$ cat config.mk
export PLATFORM = sky130hd
export DESIGN_NAME = deadtime_seq
export DESIGN_NICKNAME = d
export VERILOG_FILES = /design/src/rtl/dts_pkg.sv /design/src/rtl/dts_cnt.sv /design/src/rtl/dts_lane.sv /design/src/rtl/deadtime_seq.sv
export SDC_FILE = /design/constraint.sdc
export NUM_CORES = 1
export LEC_CHECK = 0
export ABC_CLOCK_PERIOD_IN_PS = 1580
export BUFFER_PORTS_ARGS = -buffer_cell sky130_fd_sc_hd__buf_2
export CAP_MARGIN = 20
export CORE_ASPECT_RATIO = 0.8
export CORE_MARGIN = 1
export CORE_UTILIZATION = 55
export CTS_BUF_LIST = sky130_fd_sc_hd__clkbuf_4 sky130_fd_sc_hd__clkbuf_8
export CTS_CLUSTER_DIAMETER = 60
export CTS_CLUSTER_SIZE = 24
export DETAILED_ROUTE_END_ITERATION = 16
export PLACE_DENSITY = 0.77
export SYNTH_ARGS = -nofsm -noshare
export SYNTH_HDL_FRONTEND = slang
export SYNTH_SLANG_ARGS = --single-unit
$ cat constraint.sdc
create_clock -name clk -period 1.58 [get_ports clk]
set_input_delay 0.316 -clock clk [delete_from_list [all_inputs] [get_ports clk]]
set_output_delay 0.316 -clock clk [all_outputs]
set_load 0.005 [all_outputs]
$ cat src/rtl/dts_pkg.sv
package dts_pkg;

    typedef enum logic [2:0] {
        ST_OFF     = 3'd0,
        ST_LS_WAIT = 3'd1,
        ST_LS_ON   = 3'd2,
        ST_HS_WAIT = 3'd3,
        ST_HS_ON   = 3'd4
    } dts_state_e;

    typedef struct packed {
        logic pwm;
        logic sw_lo;
        logic lg_lo;
        logic crowbar;
        logic kill;
    } dts_lane_in_t;

    function automatic int ns_to_cycles(input int ns, input int mhz);
        return (ns * mhz + 999) / 1000;
    endfunction

    function automatic int cnt_width(input int limit);
        return (limit < 1) ? 1 : $clog2(limit + 1);
    endfunction

endpackage

$ cat src/rtl/dts_cnt.sv
module dts_cnt #(
    parameter int LIMIT = 4
) (
    input  logic clk,
    input  logic rst,
    input  logic clr,
    input  logic en,
    output logic hit,
    output logic busy
);
    import dts_pkg::*;

    localparam int W = cnt_width(LIMIT);
    localparam logic [W-1:0] TOP = W'(LIMIT);

    logic [W-1:0] cnt;

    always_ff @(posedge clk) begin
        if (rst || clr) begin
            cnt <= '0;
        end else if (en && cnt != TOP) begin
            cnt <= cnt + 1'b1;
        end
    end

    assign hit  = (cnt == TOP);
    assign busy = (cnt != '0);

endmodule

$ cat src/rtl/dts_lane.sv
module dts_lane #(
    parameter int HS_CYC = 30,
    parameter int WD_CYC = 240
) (
    input  logic                  clk,
    input  logic                  rst,
    input  dts_pkg::dts_lane_in_t lane_i,
    output logic                  hs_en,
    output logic                  ls_en
);
    import dts_pkg::*;

    dts_state_e st, nxt;
    logic dly_hit, dly_busy, wd_hit, wd_busy;

    // turn-on delay: starts at first sample of the gate flag, then free-runs
    dts_cnt #(.LIMIT(HS_CYC)) u_dly (
        .clk  (clk),
        .rst  (rst),
        .clr  (st != ST_HS_WAIT),
        .en   (st == ST_HS_WAIT && (lane_i.lg_lo || dly_busy)),
        .hit  (dly_hit),
        .busy (dly_busy)
    );

    // node-never-falls watchdog, counts every cycle spent waiting
    dts_cnt #(.LIMIT(WD_CYC - 1)) u_wd (
        .clk  (clk),
        .rst  (rst),
        .clr  (st != ST_LS_WAIT),
        .en   (st == ST_LS_WAIT),
        .hit  (wd_hit),
        .busy (wd_busy)
    );

    always_comb begin
        nxt = st;
        if (lane_i.kill) begin
            nxt = ST_OFF;
        end else if (lane_i.crowbar) begin
            nxt = ST_LS_ON;
        end else begin
            case (st)
                ST_OFF:     nxt = lane_i.pwm ? ST_HS_WAIT : ST_LS_WAIT;
                ST_LS_WAIT: begin
                    if (lane_i.pwm)                   nxt = ST_HS_WAIT;
                    else if (lane_i.sw_lo || wd_hit)  nxt = ST_LS_ON;
                end
                ST_LS_ON:   if (lane_i.pwm)  nxt = ST_HS_WAIT;
                ST_HS_WAIT: begin
                    if (!lane_i.pwm)  nxt = ST_LS_WAIT;
                    else if (dly_hit) nxt = ST_HS_ON;
                end
                ST_HS_ON:   if (!lane_i.pwm) nxt = ST_LS_WAIT;
                default:    nxt = ST_OFF;
            endcase
        end
    end

    always_ff @(posedge clk) begin
        if (rst) st <= ST_OFF;
        else     st <= nxt;
    end

    assign hs_en = (st == ST_HS_ON);
    assign ls_en = (st == ST_LS_ON);

    logic unused_busy;
    assign unused_busy = wd_busy;

endmodule

$ cat src/rtl/deadtime_seq.sv
module deadtime_seq #(
    parameter int NPH         = 2,
    parameter int CLK_MHZ     = 1000,
    parameter int HS_DELAY_NS = 30,
    parameter int WDOG_NS     = 240
) (
    input  logic           clk,
    input  logic           rst,
    input  logic [NPH-1:0] pwm_req,
    input  logic [NPH-1:0] sw_below_2v,
    input  logic [NPH-1:0] lg_below_1v,
    input  logic [NPH-1:0] crowbar,
    input  logic [NPH-1:0] kill,
    output logic [NPH-1:0] hs_on,
    output logic [NPH-1:0] ls_on
);
    import dts_pkg::*;

    localparam int HS_CYC_RAW = ns_to_cycles(HS_DELAY_NS, CLK_MHZ);
    localparam int WD_CYC_RAW = ns_to_cycles(WDOG_NS, CLK_MHZ);
    localparam int HS_CYC     = (HS_CYC_RAW < 1) ? 1 : HS_CYC_RAW;
    localparam int WD_CYC     = (WD_CYC_RAW < 2) ? 2 : WD_CYC_RAW;

    for (genvar g = 0; g < NPH; g++) begin : g_lane
        dts_lane_in_t lin;
        assign lin = '{pwm:     pwm_req[g],
                       sw_lo:   sw_below_2v[g],
                       lg_lo:   lg_below_1v[g],
                       crowbar: crowbar[g],
                       kill:    kill[g]};

        dts_lane #(.HS_CYC(HS_CYC), .WD_CYC(WD_CYC)) u_lane (
            .clk    (clk),
            .rst    (rst),
            .lane_i (lin),
            .hs_en  (hs_on[g]),
            .ls_en  (ls_on[g])
        );
    end

endmodule

==> results.cfg, run 1 <==
[global_route]
grt_pass1_wl_um = 6200
grtUsageTotal_pct = 22.9
grt-ovfl-total = 0
grt_pass1_vias = 1451
grt_max_degree = 11
antenna_found_initial = 0

[finish]
mostFrequentLayoutCells = buf_4, dfxtp_1, nor2_1, buf_2, a21oi_1
layout-drive-gt1-share_pct = 36.1
postLayoutCoreUtil_pct = 74.9
syn_to_final_growth_pct = 25.6
final_common_cell = buf_4
layout.nets = 274
diodes = 0

[worst_hold_path]
hold_path.startpoint = kill[1]
hold_class = input pin to flop
min_to = g_lane[1].u_lane.st[1]
holdPathStages = 2

[timing]
hold_viol = 0
period_minus_slack_ps = 1600
final_max_slew_viol_count = 0
grt_setup_unrepaired = yes
slew_headroom_pct = 72.9
setup_viol = 2
worst_slack_ps = -15.8
worst_hold_slack_ps = 199
finClkSkew_ps = 3.33
fmax_mhz = 627
period_share_pct = 101
worst_pin_slew_ps = 403

[clocking]
clk_pin_slew_ps = 70
clock_latency_ps = 280
cts-root-buf = clkbuf_8
cts_buffers = 5
hold_buffers = 0
htreeDepth = 2
cts_tree = done
clkSinkCount = 32
cts_buffer_depth = 2

[drt]
drt_iter0_markers = 56
first_pass_iters = 4
wl_um = 4010
drc = 0
vias = 1637
final_antenna_net_count = 0
drt-vias-per-instance = 5.55
wl_per_cell_um = 13.6

[logic_synthesis]
synth_cell_types = 58
ys_ff_latch = 32
synthesis.nets = 235
synth_flop_cell = dfxtp_1
yosysSeqAreaShare_pct = 33.8
yosysWarnings = 0
synth_area_um2 = 1890
synthesis.instances = 215
async_flop_share_pct = 0
avgSynthCellArea_um2 = 8.81
synth_edf_count = 0

[critical_path]
cp.arrival_ps = 1770
rr_startpoint = g_lane[0].u_lane.u_dly.cnt[0]
reg2reg_slack_ps = -20
crit_fanout = 3
path_class = flop to flop
cp-end-kind = flop
r2r_end = g_lane[0].u_lane.u_dly.cnt[1]
required_ps = 1750
worst-r2r-cell-count = 6
startpoint_type = flop

[place]
place_hpwl_um = 2670
io_buffers = 15
gp_congestion = 0.816

[floorplan]
placementRows = 18
die_x_um = 67.6
initial_core_util_pct = 59.7
die_area_um2 = 3680
die_h_um = 54.5
core_um2 = 3180
io_pins = 16

[outcome]
status = finished with violations
violations = negative setup slack

[run]
maxCapViolations = 0

[power]
powerDensity_nw_per_um2 = 696
peakVddDrop_v = 0.000592
leakage_nw = 0.919
sequential cells by signal, summed over array words and instances (netlist names):
register	flops
g_lane.u_lane.st	6
g_lane.u_lane.u_wd.cnt	16
g_lane.u_lane.u_dly.cnt	10
worst max-delay path: stages (launching register included):
cell,delay (ps)
dfxtp_2,320
inv_2,80
ha_4,130
or4b_4,480
o211ai_4,210
mux2i_1,200
nor2_1,60
through the flow:
| step | setup TNS, ps | setup slack, ps | total power, W | area [µm²] | std cells |
|---|---|---|---|---|---|
| floorplan | 0 | 6.80 | 0.000925 | 1890 | 215 |
| global placement | -35.7 | -33.2 | 0.000964 | 2100 | 279 |
| detailed placement | -264 | -105 | 0.000966 | 2100 | 279 |
| CTS | -47.9 | -47.9 | 0.00166 | 2300 | 293 |
| global route | -453 | -107 | 0.00172 | 2380 | 295 |
| finish | -27.3 | -15.8 | 0.00166 | 2380 | 295 |
area by class of cell:
class,instances,area (µm²)
Sequential cell,32,648
Tap cell,40,50.0
Clock buffer,8,97.6
Fill cell,233,796
Multi-Input combinational cell,160,1250
Inverter,10,37.5
Timing Repair Buffer,45,300
cells by family after synthesis:
| kind of cell | share of synthesized area (%) |
|---|---|
| adders and majority gates | 5.28 |
| AOI/OAI and AO/OA | 19.9 |
| DFF | 33.8 |
| buffers and inverters | 6.54 |
| xor gates and xnor gates | 6.94 |
| muxes | 1.59 |
| and+or+nand+nor | 25.9 |
how the worst max path moves through the flow:
stage | startpoint | end | cells after the start
2_1_floorplan | g_lane[1].u_lane.u_dly.cnt[0] | g_lane[1].u_lane.u_dly.cnt[1] | 6
3_3_place_gp | g_lane[1].u_lane.u_dly.cnt[0] | g_lane[1].u_lane.u_dly.cnt[1] | 6
5_1_grt | g_lane[1].u_lane.u_dly.cnt[1] | g_lane[1].u_lane.u_dly.cnt[1] | 6
6_report | g_lane[0].u_lane.u_dly.cnt[0] | g_lane[0].u_lane.u_dly.cnt[1] | 6
3_5_place_dp | g_lane[1].u_lane.u_dly.cnt[0] | g_lane[1].u_lane.u_dly.cnt[1] | 6
4_1_cts | g_lane[1].u_lane.u_dly.cnt[0] | g_lane[1].u_lane.u_dly.cnt[1] | 6
routing by layer:
metal  wire length (µm)  vias to the layer above  GRT usage (%)
li1                   -                      850              -
met1               1870                      749           27.3
met2               1950                       29           38.6
met3                122                        9           5.63
met4                 70                        0           11.3
met5                  0                        -              0
where the power goes:
part / leakage [nW] / internal, W / switching (W) / total [W]
clock network: 0.0523 / 0.000389 / 0.000300 / 0.000689
logic: 0.605 / 0.0000687 / 0.0000747 / 0.000143
registers: 0.261 / 0.000814 / 0.00000923 / 0.000823
total: 0.919 / 0.00127 / 0.000384 / 0.00166
repair_timing:
action,in CTS,in global routing
hold endpoints to repair,0,0
gates resized for setup,17,15
pin swaps,6,8
setup buffers,6,2
endpoints found under the setup margin,11,23
Yosys cell counts, types with 3 or more instances:
cell,count,area (µm²)
xor2_1,9,78.8
mux2i_1,3,30.0
or3_1,3,18.8
dfxtp_1,32,641
and2_1,4,25.0
nor2_1,25,93.8
nand2_1,10,37.5
buf_4,7,52.6
inv_1,10,37.5
nor2b_1,3,18.8
nand2b_1,3,18.8
nor3_1,5,25.0
buf_2,3,15.0
nor3b_1,5,37.5
a21oi_1,14,70.1
nand3_1,6,30.0
ha_1,8,100
xnor2_1,6,52.6
o21ai_0,6,30.0
nand4_1,5,31.3
o22ai_1,3,18.8
No activity file was read; power rests on OpenSTA's default activity.
==> run 2, diff against run 1 <==
Settings changed: ABC_CLOCK_PERIOD_IN_PS 1580 to 1300.
Clock period 1.58 ns to 1.3 ns, I/O delays scaled along.
==> run 2 against run 1 <==
  * The run still ends with negative setup slack left
  * Worst hold slack got worse by 47 ps
  * Design area rose by 19%
  * Sequential share of layout area decreased by 3.6 points
  * Power rose by 26%
  * Largest power group unchanged
  * Combinational power rose by 56%
  * First-iteration DRC count increased to 3.2 times the previous value
==> results.cfg, run 2 (same netlist as run 1, synthesis figures left out) <==
[timing]
worst_pin_slew_ps = 415
grt_setup_unrepaired = yes
period_share_pct = 129
hold_viol = 0
period_minus_slack_ps = 1670
finClkSkew_ps = 13.0
fmax_mhz = 597
setup_viol = 31
worst_slack_ps = -374
final_max_slew_viol_count = 0
slew_headroom_pct = 72.1

[global_route]
grt_pass1_vias = 1778
grt_max_degree = 11
antenna_found_initial = 0
grt-ovfl-total = 0
grtUsageTotal_pct = 30.7
grt_pass1_wl_um = 8010

[finish]
regArea_um2 = 669
fill_cells = 139
syn_to_final_growth_pct = 49.2
layout-drive-gt1-share_pct = 53.9
reg_top3 = g_lane.u_lane.u_wd.cnt: 16 flops, g_lane.u_lane.u_dly.cnt: 10 flops, g_lane.u_lane.st: 6 flops
fin_area_um2 = 2830
mostFrequentLayoutCells = buf_4, nor2_1, dfxtp_2, buf_2, dfxtp_1
final_common_cell = buf_4
largest_reg_flops = 16
multi_input_area_um2 = 1400
top_register = g_lane.u_lane.u_wd.cnt
layout.nets = 303
diodes = 0
layout.cells.non_filler = 324

[drt]
first_pass_iters = 4
drt_iter0_markers = 179
drt-vias-per-instance = 6.25
wl_per_cell_um = 19.8
drc = 0
final_antenna_net_count = 0
vias = 2026
wl_um = 6430

[run]
maxCapViolations = 0

[place]
place_hpwl_um = 3300
placement.cell_area_um2 = 2330
dpl.cell_count = 299
io_buffers = 15
gp_congestion = 0.841

[clocking]
cts_tree = done
clkSinkCount = 32
clock_latency_ps = 300
clk_pin_slew_ps = 60
hold_buffers = 0
htreeDepth = 2
cts_buffers = 5
cts-root-buf = clkbuf_8
cts_buffer_depth = 2

[floorplan]
initial_core_util_pct = 59.7
die_x_um = 67.6
die_area_um2 = 3680
placementRows = 18
io_pins = 16
die_h_um = 54.5
core_um2 = 3180

[critical_path]
slowest_stage = or4b_4
rr_startpoint = g_lane[1].u_lane.u_dly.cnt[0]
path_class = flop to flop
crit_chain = inv_2 > ha_1 > or4b_4 > o211ai_4 > o21ai_1 > a21oi_1
crit_fanout = 4
cp.arrival_ps = 1870
startpoint_type = flop
required_ps = 1500
crit_start = g_lane[1].u_lane.u_dly.cnt[0]
slowest_delay_ps = 480
cp-end-kind = flop

[power]
powerDensity_nw_per_um2 = 737
p_total_w = 0.00208
peakVddDrop_v = 0.000841
leakage_nw = 1.12

[worst_hold_path]
hold_class = input pin to flop
hold_path.startpoint = kill[1]

[outcome]
violations = negative setup slack
status = finished with violations
run 2: changes by cell type in the layout (fill, tap and decap cells not counted), sizes merged:
| cell | previous run | this run |
|---|---|---|
| buf | 45 | 74 |
run 2: worst paths after layout:
| check | slack [ps] | cells after the start | to |
|---|---|---|---|
| setup / recovery | -370 | 6 | g_lane[1].u_lane.u_dly.cnt[3] |
| hold / removal | 150 | 2 | g_lane[1].u_lane.st[1] |
| setup reg to reg | -370 | 6 | g_lane[1].u_lane.u_dly.cnt[3] |
| hold reg to reg | 530 | 2 | g_lane[0].u_lane.u_wd.cnt[7] |
run 2: final cells by class:
type                    instances  area share [%]
clock buffers                   8            3.45
inverters                      10            1.42
flip-flops and latches         32            23.7
well taps                      40            1.77
repair buffers                 74            20.0
multi-input cells             160            49.7
run 2: per-layer routing:
metal	wire (µm)	track usage (%)	part of all wire, %
met1	2500	32.7	39
met2	3150	56.8	49
met3	375	6.67	5.8
met4	391	17.0	6.1
met5	0	0	0
run 2: repair_timing:
item                                    4_1_cts  5_1_grt
endpoints found under the setup margin       31       34
resized for setup                            39       29
buffers inserted                              9        9
pin swaps                                    30       17
hold endpoints to repair                      0        0
run 2: worst max-delay path, delay by kind of cell, from the launching register on:
family | cells | cell delay (ps)
buffers and inverters | 1 | 80
adder cells (fa/ha/maj) | 1 | 140
AND/OR/NAND/NOR | 1 | 480
AO/OA/AOI/OAI | 3 | 560
flip-flops | 1 | 320
run 2: through the flow:
step                      hold slack [ps]  setup TNS [ps]  setup slack [ps]  utilization, %
after floorplan                       332           -2740              -256               -
after global placement                439           -3200              -267            73.5
after detailed placement              451           -4190              -311            73.5
after CTS                             156           -4370              -331            83.3
after global routing                  147           -7310              -449            89.0
final                                 153           -5790              -374            89.0
run 2: power by group:
group	switching (W)	leakage (nW)	internal (W)
sequential	0.0000146	0.268	0.000987
combinational	0.000120	0.799	0.000103
clock	0.000384	0.0523	0.000474
